==> src/rtl/cmpb_pkg.sv <==
`timescale 1ns/1ps
package cmpb_pkg;
  localparam int BYTE_W = 8;
  localparam int PRED_W = 3;

  typedef enum logic [PRED_W-1:0] {
    P_LT     = 3'd0,
    P_LE     = 3'd1,
    P_GT     = 3'd2,
    P_GE     = 3'd3,
    P_EQ     = 3'd4,
    P_NE     = 3'd5,
    P_NEVER  = 3'd6,
    P_ALWAYS = 3'd7
  } pred_t;

  // Signed less-than, taken from the sign of a sign-extended difference.
  function automatic logic s_less(input logic [BYTE_W-1:0] a,
                                  input logic [BYTE_W-1:0] b);
    logic [BYTE_W:0] diff;
    diff = {a[BYTE_W-1], a} - {b[BYTE_W-1], b};
    return diff[BYTE_W];
  endfunction

  function automatic logic pred_eval(input pred_t p,
                                     input logic lt,
                                     input logic eq);
    logic r;
    unique case (p)
      P_LT:     r = lt;
      P_LE:     r = lt | eq;
      P_GT:     r = ~(lt | eq);
      P_GE:     r = ~lt;
      P_EQ:     r = eq;
      P_NE:     r = ~eq;
      P_NEVER:  r = 1'b0;
      default:  r = 1'b1;
    endcase
    return r;
  endfunction
endpackage

==> src/rtl/cmpb_decode.sv <==
`timescale 1ns/1ps
module cmpb_decode
  import cmpb_pkg::*;
(
  input  logic [PRED_W-1:0] code,
  output pred_t             pred
);
  always_comb pred = pred_t'(code);
endmodule

==> src/rtl/cmpb_lane.sv <==
`timescale 1ns/1ps
module cmpb_lane
  import cmpb_pkg::*;
(
  input  logic [BYTE_W-1:0] a,
  input  logic [BYTE_W-1:0] b,
  input  pred_t             pred,
  output logic              hit,
  output logic [BYTE_W-1:0] mask
);
  logic lt_w;
  logic eq_w;

  always_comb begin
    lt_w = s_less(a, b);
    eq_w = (a == b);
    hit  = pred_eval(pred, lt_w, eq_w);
    mask = {BYTE_W{hit}};
  end
endmodule

==> src/rtl/cmpb_array.sv <==
`timescale 1ns/1ps
module cmpb_array
  import cmpb_pkg::*;
#(
  parameter int LANES = 16,
  localparam int VEC_W = LANES * BYTE_W
) (
  input  logic [VEC_W-1:0] va,
  input  logic [VEC_W-1:0] vb,
  input  pred_t            pred,
  output logic [LANES-1:0] hits,
  output logic [VEC_W-1:0] masks
);
  for (genvar g = 0; g < LANES; g++) begin : g_lane
    cmpb_lane u_lane (
      .a    (va[g*BYTE_W +: BYTE_W]),
      .b    (vb[g*BYTE_W +: BYTE_W]),
      .pred (pred),
      .hit  (hits[g]),
      .mask (masks[g*BYTE_W +: BYTE_W])
    );
  end
endmodule

==> src/rtl/byte_cmp_unit.sv <==
`timescale 1ns/1ps
module byte_cmp_unit
  import cmpb_pkg::*;
#(
  parameter int LANES = 16,
  parameter int SEL_W = 8,
  localparam int VEC_W  = LANES * BYTE_W,
  localparam int DEST_W = 2 * VEC_W
) (
  input  logic              clk,
  input  logic              rst_n,
  input  logic              in_valid,
  input  logic [VEC_W-1:0]  src_a,
  input  logic [VEC_W-1:0]  src_b,
  input  logic [SEL_W-1:0]  sel,
  output logic [DEST_W-1:0] dest,
  output logic              out_valid
);
  pred_t            pred_w;
  logic [LANES-1:0] lane_hit;
  logic [VEC_W-1:0] lane_mask;
  logic             write_ev;

  assign write_ev = in_valid;

  cmpb_decode u_dec (
    .code (sel[PRED_W-1:0]),
    .pred (pred_w)
  );

  cmpb_array #(.LANES(LANES)) u_arr (
    .va    (src_a),
    .vb    (src_b),
    .pred  (pred_w),
    .hits  (lane_hit),
    .masks (lane_mask)
  );

  always_ff @(posedge clk) begin
    if (!rst_n) begin
      dest      <= '0;
      out_valid <= 1'b0;
    end else begin
      out_valid <= write_ev;
      if (write_ev) dest <= {{VEC_W{1'b0}}, lane_mask};
    end
  end
endmodule

==> config.mk <==
export PLATFORM = sky130hd
export DESIGN_NAME = byte_cmp_unit
export DESIGN_NICKNAME = d
export VERILOG_FILES = /design/src/rtl/cmpb_pkg.sv /design/src/rtl/cmpb_decode.sv /design/src/rtl/cmpb_lane.sv /design/src/rtl/cmpb_array.sv /design/src/rtl/byte_cmp_unit.sv
export SDC_FILE = /design/constraint.sdc
export NUM_CORES = 1
export LEC_CHECK = 0
export ABC_AREA = 1
export BUFFER_PORTS_ARGS = -buffer_cell sky130_fd_sc_hd__buf_2
export CELL_PAD_IN_SITES_DETAIL_PLACEMENT = 0
export CELL_PAD_IN_SITES_GLOBAL_PLACEMENT = 1
export CORE_AREA = 2 2 203 205
export DETAILED_ROUTE_END_ITERATION = 8
export DIE_AREA = 0 0 205 207
export PLACE_DENSITY_LB_ADDON = 0.1
export SYNTH_ARGS = -nofsm -noshare
export SYNTH_HDL_FRONTEND = slang
export SYNTH_SLANG_ARGS = --single-unit
==> constraint.sdc <==
create_clock -name clk -period 3.09 [get_ports clk]
set_input_delay 0.309 -clock clk [delete_from_list [all_inputs] [get_ports clk]]
set_output_delay 0.309 -clock clk [all_outputs]
set_load 0.02 [all_outputs]
==> flow_summary_export.csv <==
group,metric,value,unit
outcome,status,"completed",
yosys,syn_area_per_cell,6.029,µm²
timing,whs,0.4775,ns
route,firstDrtPassIters,4,
cts,worstSkewPairLatency,0.26,ns
cts,ctsHoldBuffers,0,
yosys,synth-seq-cells,17,
yosys,netlist_top_cells_count,"nand2_1 (250), buf_4 (240), inv_1 (194)",
floorplan,initial_utilization,17.24,%
setup_path,path_max_fanout,18,
layout,n_antenna_cell,0,
route,wire_per_inst,12.08,µm
yosys,syn_inst,1154,
route,drt-initial-drc-count,133,
global_routing,grt_max_degree,19,
layout,fin_nets,1827,
placed_design,dpl_cell_area,8283,µm²
setup_path,reg2reg_depth,2,
global_routing,grtUsageTotal,10.57,%
cts,cts_buffers,3,
layout,fin_util,20.71,%
layout,nFillCells,4769,
layout,stdcell_count,1963,
timing,setup_viol,0,
placed_design,place.port_buffers,390,
floorplan,dieWidth,205,µm
yosys,synthDistinctLibCells,18,
placed_design,hpwl,20.45,mm
power_and_ir_drop,power_frac_seq,15.4,%
setup_path,critPathCaptureType,"register",
placed_design,pre_cts_slack,0.8743,ns
floorplan,io_pins,524,
floorplan,rows,74,
cts,path_clk_slew,0.07,ns
yosys,seq_area_frac_synth,4.891,%
yosys,netlist_area,6958,µm²
timing,worstMarginPinSlew,0.9325,ns
setup_path,startpoint_type,"input port",
power_and_ir_drop,combinationalPowerShare,68.8,%
global_routing,antenna_found_initial,1,
timing,fin_crit_sh,59.57,%
global_routing,overflow,0,
power_and_ir_drop,power.density,224.3,nW/µm²
layout,seqCellArea,340.3,µm²
floorplan,dieArea,42440,µm²
worst_hold_path,hold_path.class,"input port to register",
yosys,synth_edf_count,0,
timing,setup_ws,1.249,ns
power_and_ir_drop,total_power,1.876,mW
layout,drive_gt1_share,28.30,%
timing,period_minus_slack,1.841,ns
timing,max_freq,0.5432,GHz
yosys,synthTopCellsByArea,"buf_4 (26%), ha_1 (23%), nand2_1 (13%)",
power_and_ir_drop,power_switching,1.001,mW
global_routing,grt_pass1_wl,35.25,mm
placed_design,placed_cells,1959,
cts,post_cts_buffers,0,
route,vias_per_cell,3.625,
timing,fin_skew,0,ns
global_routing,grt_pass1_vias,6725,
run,drv_cap,0,
cts,cts_root_buffer,"clkbuf_16",
yosys,yosysWarnings,0,
yosys,synth_top_area_share,25.89,%
setup_path,cp.arrival,1.99,ns
timing,hold_violations,0,
layout,multi_input_area,4541,µm²
placed_design,gp_congestion,0.7034,
power_and_ir_drop,total_leakage_power,5.508,nW
cts,cts_resized,0,
cts,cts_buffer_depth,2,
layout,syn_to_final_growth,20.18,%
yosys,synth_most_common_cell,"nand2_1",
power_and_ir_drop,vdd_drop_max,0.1581,mV
timing,maxSlewViolCount,0,
setup_path,critPathKind,"input port to register",
layout,fin_area,8362,µm²
power_and_ir_drop,switching_share,53.38,%
cts,htree_levels,1,
yosys,yosys.area.top_type,"buf_4",
timing,rsz0062_at_grt,"no",
route,drt_wl_total,23.72,mm
yosys,synth_ff_type,"dfxtp_1",
timing,fin_setup_tns,0,ns
worst_hold_path,hold_depth,3,
yosys,async_reset_ff_share,0,%
cts,tritoncts,"done",
route,vias,7116,
power_and_ir_drop,p_int,0.8745,mW
power_and_ir_drop,power_frac_clock,15.8,%
floorplan,die_h,207,µm
setup_path,critical_path_required,3.24,ns
floorplan,core,40370,µm²
route,route.detailed.drc,0,
route,ant_nets,0,
cts,cts.sink_count,17,
timing,maxSlewHeadroom,37.68,%
power groups by stage:
stage	clock, mW	sequential (mW)	combinational (mW)
6_report	0.296	0.290	1.29
5_1_grt	0.330	0.301	1.47
4_1_cts	0.320	0.296	1.31
3_5_place_dp	0	0.301	1.31
3_3_place_gp	0	0.299	1.32
2_1_floorplan	0	0.298	1.12
worst paths after layout:
kind	startpoint	slack (ns)	end
min	in_valid	0.48	out_valid$_SDFF_PN0_
max reg2reg	dest[31]$_SDFFE_PN0P_	1.97	dest[31]$_SDFFE_PN0P_
min reg2reg	dest[71]$_SDFFE_PN0P_	0.64	dest[71]$_SDFFE_PN0P_
max	in_valid	1.25	dest[55]$_SDFFE_PN0P_
cells in the final DEF (no fill, tap or decap):
cell,n
nor3_1,32
buf_2,390
nand4_1,16
nor2_1,103
conb_1,128
buf_4,7
nor3_4,4
nand2_1,250
inv_2,1
dfxtp_1,17
o21ai_0,16
nand3_1,84
a21o_1,9
a21oi_1,48
clkbuf_1,1
inv_1,194
clkbuf_16,3
ha_1,128
worst max-delay path, cell delays in order:
cell and delay, ns:
buf_2 0.35, nand2_1 0.66, nor3_1 0.38, nand3_1 0.10
nor2_1 0.13, nor2_1 0.05
layout make-up:
type                       count  area share [%]
tap                          532           7.960
inverter                     195           8.754
sequential                    17           4.070
timing repair buffer         397           23.97
clock buffer                   4          0.9427
multi-input combinational    818           54.30
flip-flops by register name, indices dropped and copies added, names as in the netlist:
signal,count
dest,16
out_valid,1
cell families (layout without fill, tap and decap cells):
logic type | count (synthesis) | in the layout | synth area share, %
buffers and inverters | 446 | 596 | 37.06
AO/OA/AOI/OAI | 73 | 73 | 5.575
other | 1 | 128 | 0.05390
adder cells (fa/ha/maj) | 128 | 128 | 23.02
flip-flops | 17 | 17 | 4.891
AND/OR/NAND/NOR | 489 | 489 | 29.40
layer usage:
| metal | global-route usage [%] | vias up | share of wire [%] |
|---|---|---|---|
| li1 | - | 3811 | - |
| met1 | 12.79 | 3015 | 43 |
| met2 | 19.76 | 282 | 49 |
| met3 | 1.904 | 8 | 7.1 |
| met4 | 1.216 | 0 | 0.69 |
| met5 | 0 | - | 0 |
Power figures use the tool's default switching activity.
